**config.mk**
```make
export PLATFORM = sky130hd
export DESIGN_NAME = vbranch_eval
export DESIGN_NICKNAME = d
export VERILOG_FILES = /design/src/rtl/vbe_pkg.sv /design/src/rtl/vbe_addr_gen.sv /design/src/rtl/vbe_elem_test.sv /design/src/rtl/vbranch_eval.sv
export SDC_FILE = /design/constraint.sdc
export NUM_CORES = 1
export LEC_CHECK = 0
export BUFFER_PORTS_ARGS = -buffer_cell sky130_fd_sc_hd__buf_4
export CORE_MARGIN = 2
export CORE_UTILIZATION = 58
export CTS_BUF_LIST = sky130_fd_sc_hd__clkbuf_2 sky130_fd_sc_hd__clkbuf_4 sky130_fd_sc_hd__clkbuf_8
export DETAILED_ROUTE_END_ITERATION = 6
export GPL_ROUTABILITY_DRIVEN = 0
export GPL_TIMING_DRIVEN = 1
export PLACE_DENSITY_LB_ADDON = 0.12
export SLEW_MARGIN = 30
export SYNTH_ARGS = -nofsm -noshare
export SYNTH_HDL_FRONTEND = slang
export SYNTH_HIERARCHICAL = 1
export SYNTH_SLANG_ARGS = --single-unit
```
**constraint.sdc**
```tcl
create_clock -name clk -period 7.6 [get_ports clk]
set_input_delay 1.52 -clock clk [delete_from_list [all_inputs] [get_ports clk]]
set_output_delay 1.52 -clock clk [all_outputs]
set_load 0.03 [all_outputs]
```
**src/rtl/vbe_pkg.sv**
```systemverilog
package vbe_pkg;
    localparam int VL_MAX   = 64;
    localparam int CF_COUNT = 128;
    localparam int CF_W     = 4;
    localparam int IDX_W    = $clog2(VL_MAX + 1);
    localparam int CF_AW    = $clog2(CF_COUNT);

    typedef enum logic [1:0] {PH_IDLE, PH_RUN, PH_FIN} phase_t;

    typedef struct packed {
        logic [1:0]        bo;
        logic [4:0]        bi;
        logic              bi_vec;
        logic [4:0]        mode;
        logic              rc_en;
        logic [VL_MAX-1:0] pred;
        logic [IDX_W-1:0]  vl;
    } cfg_t;

    typedef struct packed {
        phase_t           phase;
        cfg_t             cfg;
        logic [IDX_W-1:0] idx;
        logic             cond;
        logic [IDX_W-1:0] cnt;
        logic             vlu;
        logic [IDX_W-1:0] nvl;
    } state_t;
endpackage

```
**src/rtl/vbe_addr_gen.sv**
```systemverilog
module vbe_addr_gen #(
    parameter int IDX_W = 7,
    parameter int CF_AW = 7
) (
    input  logic [2:0]       bi_hi,
    input  logic             bi_vec,
    input  logic [IDX_W-1:0] idx,
    output logic [CF_AW-1:0] addr
);
    localparam int SHIFT = CF_AW - 3;
    logic [CF_AW-1:0] base_v;
    logic [CF_AW-1:0] idx_x;

    always_comb begin
        base_v = {bi_hi, {SHIFT{1'b0}}};
        idx_x  = CF_AW'(idx);
        addr   = bi_vec ? (base_v + idx_x) : CF_AW'(bi_hi);
    end
endmodule

```
**src/rtl/vbe_elem_test.sv**
```systemverilog
module vbe_elem_test #(
    parameter int CF_W = 4
) (
    input  logic [CF_W-1:0] field,
    input  logic [1:0]      bit_sel,
    input  logic            pred_bit,
    input  logic            sz,
    input  logic            ins_val,
    input  logic [1:0]      bo,
    output logic            evaluate,
    output logic            el_ok
);
    logic test_bit;

    always_comb begin
        evaluate = pred_bit | sz;
        test_bit = pred_bit ? field[bit_sel] : ins_val;
        el_ok    = bo[0] | ~(test_bit ^ bo[1]);
    end
endmodule

```
**src/rtl/vbranch_eval.sv**
```systemverilog
module vbranch_eval
    import vbe_pkg::*;
(
    input  logic              clk,
    input  logic              rst_n,
    input  logic              start,
    input  logic [IDX_W-1:0]  vl,
    input  logic [1:0]        bo,
    input  logic [4:0]        bi,
    input  logic              bi_vec,
    input  logic [4:0]        mode,
    input  logic              rc_en,
    input  logic [VL_MAX-1:0] pred,
    output logic [CF_AW-1:0]  cf_rd_addr,
    input  logic [CF_W-1:0]   cf_rd_data,
    output logic              cf_wr_en,
    output logic [CF_AW-1:0]  cf_wr_addr,
    output logic [CF_W-1:0]   cf_wr_data,
    output logic              busy,
    output logic              done,
    output logic              taken,
    output logic              vl_update_valid,
    output logic [IDX_W-1:0]  new_vl,
    output logic [IDX_W-1:0]  ctr_dec_count
);
    localparam int PIDX_W = $clog2(VL_MAX);

    state_t s_q, s_d;

    logic cfg_all, cfg_sz, cfg_vlset, cfg_ins, cfg_incl;
    logic pred_bit, evaluate, el_ok, is_last, stop_now, vlset_fail;
    logic new_cond;

    always_comb begin
        cfg_all   = s_q.cfg.mode[1];
        cfg_sz    = s_q.cfg.mode[0];
        cfg_vlset = s_q.cfg.mode[3];
        cfg_ins   = s_q.cfg.mode[2] & ~s_q.cfg.mode[3];
        cfg_incl  = s_q.cfg.mode[2] &  s_q.cfg.mode[3];
        pred_bit  = s_q.cfg.pred[s_q.idx[PIDX_W-1:0]];
    end

    vbe_addr_gen #(.IDX_W(IDX_W), .CF_AW(CF_AW)) u_addr (
        .bi_hi  (s_q.cfg.bi[4:2]),
        .bi_vec (s_q.cfg.bi_vec),
        .idx    (s_q.idx),
        .addr   (cf_rd_addr)
    );

    vbe_elem_test #(.CF_W(CF_W)) u_test (
        .field    (cf_rd_data),
        .bit_sel  (s_q.cfg.bi[1:0]),
        .pred_bit (pred_bit),
        .sz       (cfg_sz),
        .ins_val  (cfg_ins),
        .bo       (s_q.cfg.bo),
        .evaluate (evaluate),
        .el_ok    (el_ok)
    );

    always_comb begin
        s_d        = s_q;
        is_last    = (s_q.idx == s_q.cfg.vl - IDX_W'(1));
        vlset_fail = evaluate & cfg_vlset & ~el_ok;
        stop_now   = evaluate & (vlset_fail | (cfg_all ? ~el_ok : el_ok));
        new_cond   = cfg_all ? (s_q.cond & el_ok) : (s_q.cond | el_ok);

        cf_wr_en   = (s_q.phase == PH_RUN) & s_q.cfg.rc_en & pred_bit;
        cf_wr_addr = CF_AW'(s_q.idx);
        cf_wr_data = cf_rd_data;

        unique case (s_q.phase)
            PH_IDLE: begin
                if (start) begin
                    s_d.cfg.bo     = bo;
                    s_d.cfg.bi     = bi;
                    s_d.cfg.bi_vec = bi_vec;
                    s_d.cfg.mode   = mode;
                    s_d.cfg.rc_en  = rc_en;
                    s_d.cfg.pred   = pred;
                    s_d.cfg.vl     = vl;
                    s_d.idx        = '0;
                    s_d.cond       = mode[1];
                    s_d.cnt        = '0;
                    s_d.vlu        = 1'b0;
                    s_d.nvl        = '0;
                    s_d.phase      = (vl == '0) ? PH_FIN : PH_RUN;
                end
            end
            PH_RUN: begin
                if (evaluate) begin
                    s_d.cond = new_cond;
                end
                if (pred_bit) begin
                    s_d.cnt = s_q.cnt + IDX_W'(1);
                end
                if (vlset_fail) begin
                    s_d.vlu = 1'b1;
                    s_d.nvl = cfg_incl ? (s_q.idx + IDX_W'(1)) : s_q.idx;
                end
                s_d.idx = s_q.idx + IDX_W'(1);
                if (stop_now || is_last) begin
                    s_d.phase = PH_FIN;
                end
            end
            PH_FIN: begin
                s_d.phase = PH_IDLE;
            end
            default: s_d.phase = PH_IDLE;
        endcase
    end

    always_ff @(posedge clk) begin
        if (!rst_n) begin
            s_q       <= '0;
            s_q.phase <= PH_IDLE;
        end else begin
            s_q <= s_d;
        end
    end

    always_comb begin
        busy            = (s_q.phase == PH_RUN);
        done            = (s_q.phase == PH_FIN);
        taken           = s_q.cond;
        vl_update_valid = s_q.vlu;
        new_vl          = s_q.nvl;
        ctr_dec_count   = s_q.cnt;
    end
endmodule

```
# After elaboration in Yosys (flattened, before gate mapping)
# Index checks and enable logic that the tools add are counted.
[totals]
regBits = 110
inputBits = 92
output_inout_bits = 37
word_cells = 70
[op_classes]
add_sub_neg = 4
magnitude_cmp = 2
eq_ne = 8
muxes = 17
bitwise = 16
reduce_logical = 10
[op_table]
columns = ["operator", "n"]
rows = [
  ["110-bit two-way mux", 1],
  ["23-bit one-hot mux with 2 select lines", 1],
  ["7-bit two-way mux", 3],
  ["7-bit by 1-bit adder with 7-bit output, second input constant", 2],
  ["3-bit AND reduction", 3],
  ["1-bit bitwise AND", 8],
  ["8-bit two-way mux", 1],
  ["2-bit by 1-bit inequality test with 1-bit output, second input constant", 4],
  ["7-bit adder", 1],
  ["7-bit == test", 1],
  ["7-bit logical NOT", 1],
  ["6-bit by 7-bit < comparator with 1-bit output, second input constant", 1],
  ["7-bit by 1-bit subtractor with 7-bit output, second input constant", 1],
  ["1-bit binary-select mux with 6-bit select", 1],
  ["1-bit two-way mux", 6],
  ["2-bit AND reduction", 3],
  ["2-bit two-way mux", 2],
  ["1-bit OR", 4],
  ["2-bit one-hot mux with 2 select lines", 1],
  ["2-bit by 3-bit < comparator with 1-bit output, second input constant", 1],
  ["1-bit NOT", 3],
  ["1-bit binary-select mux with 2-bit select", 1],
  ["2-bit by 1-bit == test with 1-bit output, second input constant", 1],
  ["2-bit == test, second input constant", 1],
  ["other kinds (5)", 5],
]

# Depth between registers and ports, before layout
[depth]
depth_word = 13
ltp_mapped = 16
ltp_nobuf = 14

# Modules after synthesis
# Netlist, hierarchy kept.
[by_module_without_submodules]
columns = ["module", "n_inst", "cells_each", "area_each_um2", "seq_area_each_um2"]
rows = [
  ["vbranch_eval", 1, 646, 5446.5, 2182.1],
  ["vbe_addr_gen", 1, 14, 122.6, 0.0],
  ["vbe_elem_test", 1, 14, 108.9, 0.0],
]

# Least setup slack after synthesis
# Ideal clock, no wire load.
[synth_timing]
kind = "register to output"
from = "register s_q, in the netlist cf_wr_addr[0]"
to = "output cf_wr_en"
arrival_time_ns = 2.056
path_slack_ns = 4.024
path_stages_with_launch = 8
path_buffers = 1
cell_sequence = "dfxtp_1 buf_6 mux4_1 mux2_2 o32a_1 nand3_2 a21boi_2 and2_1"
[synth_between]
elab_chain_len = 3
[synth_rtl]
columns = ["element", "line_no", "source"]
rows = [
  ["from (decl)", "vbranch_eval.sv:28", "state_t s_q, s_d;"],
  ["1-bit binary-select mux with 6-bit select", "vbranch_eval.sv:40", "pred_bit = s_q.cfg.pred[s_q.idx[PIDX_W-1:0]];"],
  ["1-bit two-way mux (implied by the code)", "vbranch_eval.sv:40", ""],
  ["1-bit bitwise AND", "vbranch_eval.sv:68", "cf_wr_en = (s_q.phase == PH_RUN) & s_q.cfg.rc_en & pred_bit;"],
  ["to (decl)", "vbranch_eval.sv:16", "output logic cf_wr_en,"],
]
# No other way between the ends. The select of a mux whose other input is x is not followed.

# Worst setup path after layout
[layout_timing]
from = "register s_q, in the netlist cf_wr_addr[1]"
to = "output cf_wr_en"
# The elaborated chain is that of the path after synthesis.

==> impl_metrics.tcl <==
set metrics [dict create \
    antenna_cells 0 \
    critPathCaptureType "output pin" \
    worst-endpoint-required_ns 6.08 \
    share_of_flip_flops_with_an_asynchronous_set_or_reset_after_synthesis 0 \
    post_drt_via_cell_ratio 5.385 \
    grt_setup_unrepaired "no" \
    area.growth.synth_to_final_pct 16.70 \
    net-switching-power_mw 0.3490 \
    detailroute.via_count 4739 \
    final_number_of_max_transition_violations 0 \
    clk_pin_slew_worst_paths_ns 0.10 \
    critical_path.cell_chain "mux4_2 -> nor2_2 -> nor4_2 -> o41ai_4 -> a21boi_2 -> and2_1 -> buf_4" \
    worst_pin_slew_ns 0.9256 \
    mostFrequentLayoutCells "sky130_fd_sc_hd__nand2_1, sky130_fd_sc_hd__buf_4, sky130_fd_sc_hd__dfxtp_1, sky130_fd_sc_hd__a21boi_1, sky130_fd_sc_hd__mux2i_1" \
    irDropWorstVdd_v 0.0001082 \
    fmax_ghz 0.2093 \
    cp_max_fo 30 \
    rows 36 \
    placeableCoreArea_um2 9639 \
    finalSetupTns_ns 0 \
    port_buffers 127 \
    cts.sinks 109 \
    post_synth_instance_area_um2 5678 \
    power.internal_mw 0.8407 \
    worstPathArrival_ns 3.26 \
    post_cts_hold_buffer_count 0 \
    path_type_of_the_worst_min_delay_path "reg -> reg" \
    place.detailed.hpwl_mm 8.701 \
    die_width_um 102.9 \
    boundaryPins 129 \
    post_synth_num_cell_types 62 \
    setup_slack_of_the_worst_register_to_register_path_ns 2.90 \
    grt_util_all_layers 0.2434 \
    layout_worst_path_cycle_share 0.6286 \
    number_of_clock_buffers_inserted_by_tritoncts 9 \
    cellPowerDensity_nw_per_um2 179.6 \
    antenna_violations_before_repair 0 \
    antenna_left 0 \
    tritoncts "built" \
    final_hold_viol_count 0 \
    ys.warnings.count 6 \
    die_area_um2 10600 \
    postSynthRegisterBits 109 \
    first_global_vias 4442 \
    detailedRoute.firstIterationViolations 221 \
    cts_resized 0 \
    fp.dieH_um 102.9 \
    critPathMaxStageDelay_ns 0.92 \
    drive_above_1_share 0.2236 \
    outcome "finished clean" \
    netlist_top_cells_area "sky130_fd_sc_hd__dfxtp_1, sky130_fd_sc_hd__nand2_1, sky130_fd_sc_hd__a21boi_1" \
    mostFrequentLayoutCell "sky130_fd_sc_hd__nand2_1" \
    synth_cells 674 \
    drt_wl_total_mm 12.73 \
    cts_htree_levels 3 \
    largest_net_degree_at_the_start_of_global_routing 112 \
    cts_root_buffer "sky130_fd_sc_hd__clkbuf_8" \
    postSynthNetCount 771 \
    slowest_stage "sky130_fd_sc_hd__dfxtp_2" \
    clk-insertion-delay-late_ns 0.37 \
    worstHoldPathCells 2 \
    cts.path.max_buffers 2 \
    nets 839 \
    switching_share 0.2934 \
    drt_pass1_iterations 4 \
    start_kind "flip-flop" \
    timing.final.setup_violations 0 \
    relSlewSlack 0.3829 \
    worstRegToRegCells 13 \
    worst_clock_skew_on_the_final_layout_ns 0.01110 \
    synth_edf_count 0 \
    netlist.top_cell.by_area "sky130_fd_sc_hd__dfxtp_1" \
    start_util 0.5890 \
    cts_setup_buffers 0 \
    combPwrFrac 0.188 \
    yosysSeqAreaShare 0.3843 \
    seqPwrFrac 0.538 \
    worst_setup_path_class "reg -> out" \
    synthDominantCellAreaShare 0.3843 \
    total_leakage_power_nw 2.687 \
    gr-total-overflow 0 \
    ys.flop_type "sky130_fd_sc_hd__dfxtp_1" \
    global_route_wire_length_before_repair_mm 20.31 \
    synth.avg_cell_area_um2 8.424 \
    max_cap_violations 0 \
    pwr-share-clk 0.274 \
    avgRoutedWirePerCell_um 14.46 \
    stdcell_count 880 \
    drc 0 \
    period_minus_slack_ns 4.777 \
    placed_cells_incl_taps 864 \
]
==> worst max-delay path: cells and delay by family, from the launching register on <==
family,cells,cell delay (ns)
compound gates,2,0.80
flops,1,0.92
mux,1,0.60
simple gates,3,0.40
buf+inv,1,0.17
==> per-stage QoR <==
step / area, µm² / utilization / power, mW / worst slack (ns) / hold WS [ns]
after floorplan: 5678 / - / 0.7984 / 4.024 / 0.4303
after global placement: 6426 / 0.6667 / 0.8661 / 3.060 / 0.4369
after detailed placement: 6446 / 0.6687 / 0.8775 / 2.946 / 0.4432
after CTS: 6625 / 0.6873 / 1.200 / 2.755 / 0.4581
after global routing: 6626 / 0.6874 / 1.250 / 2.521 / 0.4795
final: 6626 / 0.6874 / 1.190 / 2.823 / 0.4546
==> final cells by class <==
type                       instances  area [µm²]
clock buffer                      10       131.4
sequential                       109        2185
inverter                           8       30.03
tap                              133       166.4
multi-input combinational        484        3078
clock inverter                     6       47.55
fill                             798        3013
timing repair buffer             130       988.4
==> Yosys cell counts, types with 4 or more instances <==
cell,n
sky130_fd_sc_hd__a21boi_1,86
sky130_fd_sc_hd__a21oi_1,4
sky130_fd_sc_hd__a22oi_1,8
sky130_fd_sc_hd__and2_1,15
sky130_fd_sc_hd__and3_1,4
sky130_fd_sc_hd__buf_2,4
sky130_fd_sc_hd__buf_4,25
sky130_fd_sc_hd__clkbuf_1,39
sky130_fd_sc_hd__dfxtp_1,109
sky130_fd_sc_hd__ha_1,4
sky130_fd_sc_hd__inv_1,8
sky130_fd_sc_hd__mux2_2,5
sky130_fd_sc_hd__mux2i_1,23
sky130_fd_sc_hd__mux4_1,4
sky130_fd_sc_hd__mux4_2,5
sky130_fd_sc_hd__nand2_1,193
sky130_fd_sc_hd__nand2b_1,8
sky130_fd_sc_hd__nand3_1,12
sky130_fd_sc_hd__nand4_1,4
sky130_fd_sc_hd__nor2_1,12
sky130_fd_sc_hd__nor2b_1,13
sky130_fd_sc_hd__nor3_1,6
sky130_fd_sc_hd__o21ai_0,4
sky130_fd_sc_hd__o21ai_1,9
sky130_fd_sc_hd__xnor2_1,11
sky130_fd_sc_hd__xor2_1,5
==> layer usage <==
metal | wire [µm] | vias up | GRT usage
met3 | 522 | 22 | 0.03051
met5 | 0 | - | 0
met1 | 5527 | 2199 | 0.3104
li1 | - | 2394 | -
met2 | 6406 | 124 | 0.4161
met4 | 268 | 0 | 0.1032
==> state kept, by name, summed over array words and instances, names as in the netlist <==
name / cells
cf_wr_addr: 7
cfg_all: 1
cfg_sz: 1
cfg_vlset: 1
ctr_dec_count: 7
new_vl: 7
s_q: 83
taken: 1
vl_update_valid: 1
==> final timing paths <==
path | from | endpoint
worst min-delay path | s_q[56]$_SDFFE_PN0P_ | s_q[56]$_SDFFE_PN0P_
worst max register to register | cf_wr_addr[1]$_SDFFE_PN0P_ | new_vl[1]$_SDFFE_PN0P_
worst min register to register | s_q[56]$_SDFFE_PN0P_ | s_q[56]$_SDFFE_PN0P_
worst max-delay path | cf_wr_addr[1]$_SDFFE_PN0P_ | cf_wr_en
==> power groups by stage <==
stage               Sequential, mW  Clock [mW]  Combinational [mW]
finish                       0.640       0.326               0.224
global placement             0.650           0               0.216
floorplan                    0.638           0               0.160
CTS                          0.639       0.335               0.226
global route                 0.645       0.356               0.249
detailed placement           0.652           0               0.225
==> cell families after synthesis <==
group / after synthesis / synth area share
XOR/XNOR: 17 / 0.02865
buffers and inverters: 81 / 0.07492
AO/OA/AOI/OAI: 134 / 0.1741
multiplexers: 41 / 0.09740
AND/OR/NAND/NOR: 286 / 0.2265
adder cells (fa/ha/maj): 6 / 0.01410
flip-flops: 109 / 0.3843
Power figures use the tool's default switching activity.
